$ cat src/rtl/flash_pe_guard.sv
module flash_pe_guard #(
  parameter int NBLK = 8
) (
  input  logic            clk,
  input  logic            rst_n,
  input  logic            hstby_n,
  input  logic            sstby,
  input  logic            ctl_wr,
  input  logic            ctl_ve,
  input  logic            ctl_p,
  input  logic            ctl_e,
  input  logic [NBLK-1:0] blk_wdata,
  input  logic            arr_read,
  input  logic            exc_entry,
  input  logic            sleep_exec,
  input  logic            bus_lost,
  output logic [2:0]      mode,
  output logic            err_flag,
  output logic [2:0]      ctl_q,
  output logic [NBLK-1:0] blk_q,
  output logic            can_read,
  output logic            can_verify,
  output logic            can_program,
  output logic            can_erase
);

  localparam logic [2:0] ST_PROT = 3'd0;
  localparam logic [2:0] ST_RUN  = 3'd1;
  localparam logic [2:0] ST_ERR  = 3'd2;
  localparam logic [2:0] ST_ERRS = 3'd3;
  localparam logic [2:0] ST_STBY = 3'd4;

  localparam logic [2:0] MD_PROT   = 3'd0;
  localparam logic [2:0] MD_NORMAL = 3'd1;
  localparam logic [2:0] MD_VERIFY = 3'd2;
  localparam logic [2:0] MD_PROG   = 3'd3;
  localparam logic [2:0] MD_ERASE  = 3'd4;
  localparam logic [2:0] MD_ERR    = 3'd5;
  localparam logic [2:0] MD_ERRS   = 3'd6;
  localparam logic [2:0] MD_STBY   = 3'd7;

  logic [2:0]      st_q;
  logic            ve_q, p_q, e_q, err_q;
  logic [NBLK-1:0] blk_r;

  wire in_run    = (st_q == ST_RUN);
  wire pe_active = in_run && (p_q || e_q);
  wire misuse    = arr_read || exc_entry || sleep_exec || bus_lost || sstby;
  wire wr_legal  = !(ctl_p && ctl_e) && !((ctl_p || ctl_e) && !ctl_ve);
  wire wr_take   = ctl_wr && in_run && wr_legal;

  always_ff @(posedge clk) begin
    if (!rst_n || !hstby_n) begin
      st_q  <= ST_PROT;
      err_q <= 1'b0;
      ve_q  <= 1'b0;
      p_q   <= 1'b0;
      e_q   <= 1'b0;
      blk_r <= '0;
    end else begin
      case (st_q)
        ST_PROT: st_q <= ST_RUN;
        ST_RUN: begin
          if (pe_active && misuse) begin
            err_q <= 1'b1;
            if (sstby) begin
              st_q  <= ST_ERRS;
              ve_q  <= 1'b0;
              p_q   <= 1'b0;
              e_q   <= 1'b0;
              blk_r <= '0;
            end else begin
              st_q <= ST_ERR;
            end
          end else if (sstby) begin
            st_q  <= ST_STBY;
            ve_q  <= 1'b0;
            p_q   <= 1'b0;
            e_q   <= 1'b0;
            blk_r <= '0;
          end else if (wr_take) begin
            ve_q  <= ctl_ve;
            p_q   <= ctl_p;
            e_q   <= ctl_e;
            blk_r <= blk_wdata;
          end
        end
        ST_ERR: begin
          if (sstby) begin
            st_q  <= ST_ERRS;
            ve_q  <= 1'b0;
            p_q   <= 1'b0;
            e_q   <= 1'b0;
            blk_r <= '0;
          end
        end
        ST_ERRS: if (!sstby) st_q <= ST_ERR;
        ST_STBY: if (!sstby) st_q <= ST_RUN;
        default: st_q <= ST_PROT;
      endcase
    end
  end

  always_comb begin
    case (st_q)
      ST_RUN:  mode = p_q ? MD_PROG : e_q ? MD_ERASE : ve_q ? MD_VERIFY : MD_NORMAL;
      ST_ERR:  mode = MD_ERR;
      ST_ERRS: mode = MD_ERRS;
      ST_STBY: mode = MD_STBY;
      default: mode = MD_PROT;
    endcase
  end

  assign can_read    = (mode == MD_NORMAL) || (mode == MD_VERIFY) ||
                       (mode == MD_ERR) || (mode == MD_ERRS);
  assign can_verify  = (mode == MD_VERIFY) || (mode == MD_ERR) || (mode == MD_ERRS);
  assign can_program = (mode == MD_PROG);
  assign can_erase   = (mode == MD_ERASE);

  assign err_flag = err_q;
  assign ctl_q    = {ve_q, p_q, e_q};
  assign blk_q    = blk_r;

endmodule


$ cat config.mk
export PLATFORM = sky130hd
export DESIGN_NAME = flash_pe_guard
export DESIGN_NICKNAME = d
export VERILOG_FILES = /design/src/rtl/flash_pe_guard.sv
export SDC_FILE = /design/constraint.sdc
export NUM_CORES = 1
export LEC_CHECK = 0
export BUFFER_PORTS_ARGS = -buffer_cell sky130_fd_sc_hd__buf_2
export CORE_MARGIN = 4
export CORE_UTILIZATION = 46
export CTS_CLUSTER_DIAMETER = 80
export DETAILED_ROUTE_END_ITERATION = 8
export GPL_ROUTABILITY_DRIVEN = 0
export PLACE_DENSITY = 0.79
export SLEW_MARGIN = 20
export SYNTH_ARGS = -nofsm -noshare
export SYNTH_HDL_FRONTEND = slang
export SYNTH_SLANG_ARGS = --single-unit
$ cat constraint.sdc
create_clock -name clk -period 2.3 [get_ports clk]
set_clock_uncertainty 0.1 [all_clocks]
set_input_delay 0.46 -clock clk [delete_from_list [all_inputs] [get_ports clk]]
set_output_delay 0.46 -clock clk [all_outputs]
set_load 0.02 [all_outputs]
==> metrics.txt, run 1 <==
# TYPE chip_impl_metric gauge
chip_impl_info{name="status",value="finished, final reports clean"} 1
chip_impl_metric{name="die_y",unit="um"} 53.0
chip_impl_metric{name="postSynthNetCount",unit=""} 131
chip_impl_info{name="crit_type",value="reg -> out"} 1
chip_impl_metric{name="post_synth.cell_area_avg",unit="um^2"} 8.38
chip_impl_metric{name="port_buffers",unit=""} 38
chip_impl_metric{name="clk_path_buf_depth",unit=""} 2
chip_impl_metric{name="cp_max_fo",unit=""} 9
chip_impl_metric{name="initial_cell_density_of_the_core",unit=""} 0.511
chip_impl_metric{name="cts.clk_slew.worst_paths",unit="ns"} 0.09
chip_impl_metric{name="detailroute.via_count",unit=""} 991
chip_impl_metric{name="post_layout_min_period",unit="ns"} 2.14
chip_impl_metric{name="insertedDiodeCount",unit=""} 0
chip_impl_metric{name="cts_max_level",unit=""} 1
chip_impl_metric{name="synth-warning-count",unit=""} 0
chip_impl_metric{name="fin_crit_sh",unit=""} 0.932
chip_impl_metric{name="cts_made_buffers",unit=""} 3
chip_impl_metric{name="timing.final.max_slew_violations",unit=""} 0
chip_impl_metric{name="total_leakage_power",unit="nW"} 0.545
chip_impl_metric{name="overflow",unit=""} 0
chip_impl_metric{name="ys_ff_latch",unit=""} 15
chip_impl_metric{name="fmax",unit="MHz"} 466
chip_impl_metric{name="synthesis.area",unit="um^2"} 930
chip_impl_info{name="postSynth.topFlopCell",value="dfxtp_1"} 1
chip_impl_metric{name="drt-pass1-iter-count",unit=""} 4
chip_impl_metric{name="hold_viol",unit=""} 0
chip_impl_metric{name="remaining_drc_errors",unit=""} 0
chip_impl_info{name="endpoint_kind",value="primary output"} 1
chip_impl_info{name="worstSetupStartpointType",value="register"} 1
chip_impl_metric{name="synthDistinctLibCells",unit=""} 37
chip_impl_metric{name="grt.total_usage",unit=""} 0.175
chip_impl_metric{name="share_of_final_layout_standard_cells_stronger_than_drive_strength_1",unit=""} 0.472
chip_impl_metric{name="top_level_ports",unit=""} 39
chip_impl_metric{name="first_global_vias",unit=""} 833
chip_impl_metric{name="areaGrowthSynthToFinish",unit="%"} 22.6
chip_impl_metric{name="placement_rows",unit=""} 15
chip_impl_metric{name="core_region_area",unit="um^2"} 1820
chip_impl_metric{name="worstSkewPairLatency",unit="ns"} 0.28
chip_impl_info{name="cts_tree",value="yes"} 1
chip_impl_metric{name="synth_seq_area_share",unit=""} 0.323
chip_impl_metric{name="cap_viol_max_count",unit=""} 0
chip_impl_info{name="clock_tree.root_cell",value="clkbuf_4"} 1
chip_impl_metric{name="tightest_slew",unit="ns"} 0.513
chip_impl_metric{name="global_route_wire_length_before_repair",unit="mm"} 3.66
chip_impl_metric{name="synth_edf_count",unit=""} 0
chip_impl_metric{name="vias_per_cell",unit=""} 5.86
chip_impl_metric{name="finish.net_count",unit=""} 165
chip_impl_info{name="min-delay-path-class",value="in -> reg"} 1
chip_impl_metric{name="tns",unit="ns"} 0
chip_impl_metric{name="drt-total-wl",unit="mm"} 2.40
chip_impl_metric{name="max-vdd-ir-drop",unit="mV"} 0.312
chip_impl_metric{name="die_span_x",unit="um"} 53.0
chip_impl_metric{name="grt_start_max_net_pins",unit=""} 21
chip_impl_metric{name="grt_antenna_before_repair",unit=""} 0
chip_impl_metric{name="numPlacedInstances",unit=""} 164
chip_impl_metric{name="cts.sinks",unit=""} 15
chip_impl_metric{name="relSlewSlack",unit=""} 0.658
chip_impl_metric{name="pwr_density_cell",unit="nW/um^2"} 474
chip_impl_metric{name="synth-async-reset-ratio",unit=""} 0
chip_impl_metric{name="post_layout_nonfiller_instances",unit=""} 169
chip_impl_metric{name="die-area",unit="um^2"} 2800
chip_impl_metric{name="critical_path_arrival",unit="ns"} 1.58
chip_impl_metric{name="crit_required",unit="ns"} 1.74
chip_impl_info{name="grt_setup_unrepaired",value="no"} 1
chip_impl_metric{name="netlist_instances",unit=""} 111
chip_impl_metric{name="dpl.hpwl",unit="mm"} 1.75
chip_impl_metric{name="wl_per_cell",unit="um"} 14.2
chip_impl_metric{name="ant_nets",unit=""} 0
chip_impl_metric{name="drt-initial-drc-count",unit=""} 40
chip_impl_metric{name="setup_violations",unit=""} 0
## worst paths after layout
kind / startpoint / end / slack [ns] / cells past startpoint
worst max-delay path: st_q[1] / can_read / 0.16 / 5
worst min-delay path: hstby_n / st_q[1] / 0.35 / 3
worst max register to register: p_q / p_q / 0.48 / 4
worst min register to register: err_flag / err_flag / 0.40 / 2
## Yosys cell counts, types with 2 or more instances
library cell | n | area [um^2]
nor2b_1 | 4 | 25.0
nor3_1 | 2 | 10.0
buf_4 | 5 | 37.5
and3_1 | 4 | 25.0
o21bai_1 | 2 | 15.0
clkbuf_1 | 3 | 11.3
nor2_1 | 16 | 60.1
o21ai_0 | 4 | 20.0
o221a_2 | 11 | 124
buf_2 | 2 | 10.0
a21oi_1 | 16 | 80.1
nand2_1 | 2 | 7.51
inv_1 | 2 | 7.51
dfxtp_1 | 15 | 300
## critical path, stage by stage (launching register included)
cell	delay (ns)
dfxtp_4	0.42
clkinvlp_4	0.11
or3_1	0.30
o21ai_1	0.13
xor2_1	0.15
buf_2	0.17
## cell type report
type	instances	area, um^2
Fill cell	166	681
Multi-Input combinational cell	82	551
Sequential cell	15	307
Timing Repair Buffer	41	213
Tap cell	25	31.3
Clock buffer	3	22.5
Inverter	2	11.3
Clock inverter	1	5.00
## sequential cells by signal (all words and copies together), names as in the netlist
register,count
err_flag,1
ve_q,1
e_q,1
st_q,3
blk_q,8
p_q,1
## where the power goes
| part | total, mW | switching, mW | internal [mW] |
|---|---|---|---|
| sequential | 0.274 | 0.00855 | 0.266 |
| clock | 0.154 | 0.0893 | 0.0646 |
| combinational | 0.112 | 0.0634 | 0.0489 |
## cells by family (layout without fill, tap and decap cells)
kind of cell              after synthesis  after routing  synth area share
buffers and inverters                  14             47            0.0875
DFF                                    15             15             0.323
xor gates and xnor gates                1              1           0.00942
AOI/OAI and AO/OA                      46             46             0.388
and+or+nand+nor                        35             35             0.192
## per-stage QoR
stage	hold slack [ns]	total power, mW	area, um^2	utilization	setup WS, ns
2_1_floorplan	0.411	0.359	930	-	0.111
3_3_place_gp	0.353	0.390	1090	0.600	0.130
3_5_place_dp	0.390	0.391	1090	0.600	0.113
4_1_cts	0.348	0.546	1120	0.616	0.0678
5_1_grt	0.370	0.570	1140	0.626	0.00143
6_report	0.350	0.540	1140	0.626	0.156
## routing by layer
layer | part of all wire | vias to the layer above | routed length, um | global-route usage
met4 | 0.020 | 0 | 48 | 0.0681
met1 | 0.40 | 457 | 970 | 0.218
met3 | 0.075 | 6 | 179 | 0.0423
li1 | - | 480 | - | -
met2 | 0.50 | 48 | 1200 | 0.287
met5 | 0 | - | 0 | 0
## timing repair
action,4_1_cts,5_1_grt
hold buffers,0,0
buffers inserted,0,1
gates resized for setup,1,5
setup endpoints to repair,1,1
## cells in the final DEF (no fill, tap or decap), types with 2 or more instances in the layout
master	synthesis	layout
nor2_1	16	16
o221a_2	11	11
clkbuf_4	0	3
dfxtp_2	0	2
dfxtp_1	15	12
buf_2	2	38
buf_4	5	3
nand2_1	2	2
and3_1	4	4
nor2b_1	4	3
o21ai_0	4	3
a21oi_1	16	16
o21bai_1	2	2
nor3_1	2	2
(Power assumes the default switching activity.)
==> run 2: changes to the inputs <==
--- a/config.mk
+++ b/config.mk
@@ -6,12 +6,13 @@
 export NUM_CORES = 1
 export LEC_CHECK = 0
 export BUFFER_PORTS_ARGS = -buffer_cell sky130_fd_sc_hd__buf_2
+export CAP_MARGIN = 20
 export CORE_MARGIN = 4
 export CORE_UTILIZATION = 46
 export CTS_CLUSTER_DIAMETER = 80
 export DETAILED_ROUTE_END_ITERATION = 8
 export GPL_ROUTABILITY_DRIVEN = 0
-export PLACE_DENSITY = 0.79
+export PLACE_DENSITY = 0.86
 export SLEW_MARGIN = 20
 export SYNTH_ARGS = -nofsm -noshare
 export SYNTH_HDL_FRONTEND = slang
==> run 2 against run 1 <==
Critical path depth unchanged. Die area stayed put. Non-clock buffer count decreased by 1. Total power about the same. Register-to-register slack improved by 0.02 ns. Final area is 1.3% lower. Via count is 1.2% lower. Sequential power about the same. Cell count fell by 0.59%.
==> metrics.txt, run 2 (synthesized netlist as in run 1, its figures left out) <==
# TYPE chip_impl_metric gauge
chip_impl_metric{name="cts.sinks",unit=""} 15
chip_impl_metric{name="globalRouteMet2Util",unit=""} 0.322
chip_impl_info{name="most-common-layout-cells",value="buf_2, nor2_1, a21oi_1"} 1
chip_impl_info{name="crit_path_start",value="st_q[2]"} 1
chip_impl_info{name="critPathTopFamily",value="flip-flops"} 1
chip_impl_info{name="min-delay-path-class",value="in -> reg"} 1
chip_impl_metric{name="final.fill_count",unit=""} 177
chip_impl_info{name="grt.busiest_layer",value="met2"} 1
chip_impl_metric{name="drt-initial-drc-count",unit=""} 26
chip_impl_info{name="r2r-end",value="blk_q[5]"} 1
chip_impl_metric{name="fin_crit_sh",unit=""} 0.946
chip_impl_metric{name="ant_nets",unit=""} 0
chip_impl_metric{name="grt_antenna_before_repair",unit=""} 0
chip_impl_metric{name="die_span_x",unit="um"} 53.0
chip_impl_metric{name="global_route_wire_length_before_repair",unit="mm"} 3.89
chip_impl_metric{name="grt.total_usage",unit=""} 0.186
chip_impl_metric{name="tightest_slew",unit="ns"} 0.516
chip_impl_metric{name="ctsHoldBuffers",unit=""} 0
chip_impl_metric{name="regArea",unit="um^2"} 303
chip_impl_metric{name="cts_resized",unit=""} 0
chip_impl_metric{name="placement_rows",unit=""} 15
chip_impl_metric{name="hold_viol",unit=""} 0
chip_impl_metric{name="r2r_slack",unit="ns"} 0.50
chip_impl_metric{name="overflow",unit=""} 0
chip_impl_metric{name="die_y",unit="um"} 53.0
chip_impl_info{name="crit_chain",value="nor2b_2 -> a21oi_1 -> o21ai_1 -> xor2_1 -> buf_2"} 1
chip_impl_info{name="endpoint_kind",value="primary output"} 1
chip_impl_metric{name="critical_path_arrival",unit="ns"} 1.62
chip_impl_metric{name="cp_max_fo",unit=""} 9
chip_impl_metric{name="total_leakage_power",unit="nW"} 0.540
chip_impl_metric{name="core_region_area",unit="um^2"} 1820
chip_impl_metric{name="pwr_density_cell",unit="nW/um^2"} 480
chip_impl_metric{name="relSlewSlack",unit=""} 0.655
chip_impl_metric{name="met3_usage",unit=""} 0.0563
chip_impl_info{name="crit_type",value="reg -> out"} 1
chip_impl_metric{name="critical_path_depth",unit=""} 5
chip_impl_metric{name="top_level_ports",unit=""} 39
chip_impl_info{name="crit_path_top_delay_cell",value="dfxtp_1"} 1
chip_impl_metric{name="cts_max_level",unit=""} 1
chip_impl_metric{name="worstPathBufferInverterCount",unit=""} 1
chip_impl_metric{name="critical_path.max_stage_delay",unit="ns"} 0.48
chip_impl_metric{name="timing.final.max_slew_violations",unit=""} 0
chip_impl_metric{name="detailroute.via_count",unit=""} 979
chip_impl_metric{name="areaGrowthSynthToFinish",unit="%"} 21.0
chip_impl_metric{name="multi_input_comb_area",unit="um^2"} 551
chip_impl_info{name="rr_startpoint",value="p_q"} 1
chip_impl_metric{name="fmax",unit="MHz"} 460
chip_impl_info{name="setup.worst_path.end",value="can_read"} 1
chip_impl_metric{name="cap_viol_max_count",unit=""} 0
chip_impl_info{name="cts_tree",value="yes"} 1
chip_impl_metric{name="drt-total-wl",unit="mm"} 2.32
chip_impl_metric{name="setup_violations",unit=""} 0
chip_impl_info{name="clock_tree.root_cell",value="clkbuf_4"} 1
chip_impl_metric{name="remaining_drc_errors",unit=""} 0
chip_impl_metric{name="initial_cell_density_of_the_core",unit=""} 0.511
chip_impl_metric{name="crit_required",unit="ns"} 1.74
chip_impl_metric{name="vias_per_cell",unit=""} 5.83
chip_impl_metric{name="clk_path_buf_depth",unit=""} 2
chip_impl_metric{name="post-cts-setup-buffers",unit=""} 0
chip_impl_metric{name="tns",unit="ns"} 0
chip_impl_metric{name="worstSkewPairLatency",unit="ns"} 0.29
chip_impl_metric{name="share_of_final_layout_standard_cells_stronger_than_drive_strength_1",unit=""} 0.455
chip_impl_metric{name="placed_area",unit="um^2"} 1090
chip_impl_metric{name="postLayoutCoreUtil",unit=""} 0.618
chip_impl_metric{name="first_global_vias",unit=""} 853
chip_impl_metric{name="drt-pass1-iter-count",unit=""} 4
chip_impl_metric{name="grt_start_max_net_pins",unit=""} 21
chip_impl_metric{name="r2r.worst_path.cells",unit=""} 4
chip_impl_metric{name="post_layout_min_period",unit="ns"} 2.18
chip_impl_metric{name="die-area",unit="um^2"} 2800
chip_impl_metric{name="dpl.hpwl",unit="mm"} 1.71
chip_impl_metric{name="wl_per_cell",unit="um"} 13.8
chip_impl_metric{name="port_buffers",unit=""} 38
chip_impl_info{name="grt_setup_unrepaired",value="no"} 1
chip_impl_metric{name="insertedDiodeCount",unit=""} 0
chip_impl_metric{name="largest_register_ffs",unit=""} 8
chip_impl_metric{name="max-vdd-ir-drop",unit="mV"} 0.373
chip_impl_metric{name="finish.net_count",unit=""} 164
chip_impl_metric{name="fin_area",unit="um^2"} 1120
chip_impl_info{name="status",value="finished, final reports clean"} 1
chip_impl_metric{name="cts.clk_slew.worst_paths",unit="ns"} 0.09
chip_impl_info{name="layout.cells.most_common",value="buf_2"} 1
chip_impl_metric{name="cts_made_buffers",unit=""} 3
chip_impl_metric{name="gr-usage-met1",unit=""} 0.232
chip_impl_info{name="worstSetupStartpointType",value="register"} 1
[run 2: changes by cell type in the layout (fill, tap and decap cells not counted), sizes merged]
| cell | delta |
|---|---|
| inv | +1 |
| clkinvlp | -1 |
| buf | -1 |
[run 2: layout make-up]
type,count,share of cell area
clock buffer,3,0.0200
inverter,2,0.00667
tap,25,0.0278
timing repair buffer,40,0.182
sequential,15,0.269
multi-input combinational,82,0.489
clock inverter,1,0.00445
[run 2: power by group]
part / switching (mW) / internal [mW] / total (mW)
combinational: 0.0633 / 0.0487 / 0.112
clock: 0.0886 / 0.0647 / 0.153
sequential: 0.00809 / 0.267 / 0.275
[run 2: worst min-delay path, cell delays in order]
cell and delay [ns]:
buf_2 0.10, nand2_1 0.08, nor3_1 0.05
[run 2: layer usage]
layer	vias to the layer above	share of wire
met2	33	0.50
met5	-	0
met4	0	0.0052
met1	463	0.43
met3	2	0.065
li1	481	-
[run 2: how the worst min path moves through the flow]
stage	startpoint	depth (start not counted)	end	slack [ns]
global route	hstby_n	3	st_q[1]	0.38
global placement	err_flag	2	err_flag	0.35
detailed placement	err_flag	2	err_flag	0.39
CTS	hstby_n	3	st_q[2]	0.35
floorplan	st_q[2]	1	st_q[1]	0.41
finish	hstby_n	3	st_q[1]	0.35
[run 2: metrics by stage]
| stage | hold WS [ns] | power (mW) | cells | setup slack (ns) |
|---|---|---|---|---|
| 2_1_floorplan | 0.411 | 0.359 | 111 | 0.111 |
| 3_3_place_gp | 0.351 | 0.389 | 164 | 0.154 |
| 3_5_place_dp | 0.392 | 0.392 | 164 | 0.0976 |
| 4_1_cts | 0.353 | 0.542 | 168 | 0.0172 |
| 5_1_grt | 0.384 | 0.567 | 168 | 0.0337 |
| 6_report | 0.347 | 0.540 | 168 | 0.124 |
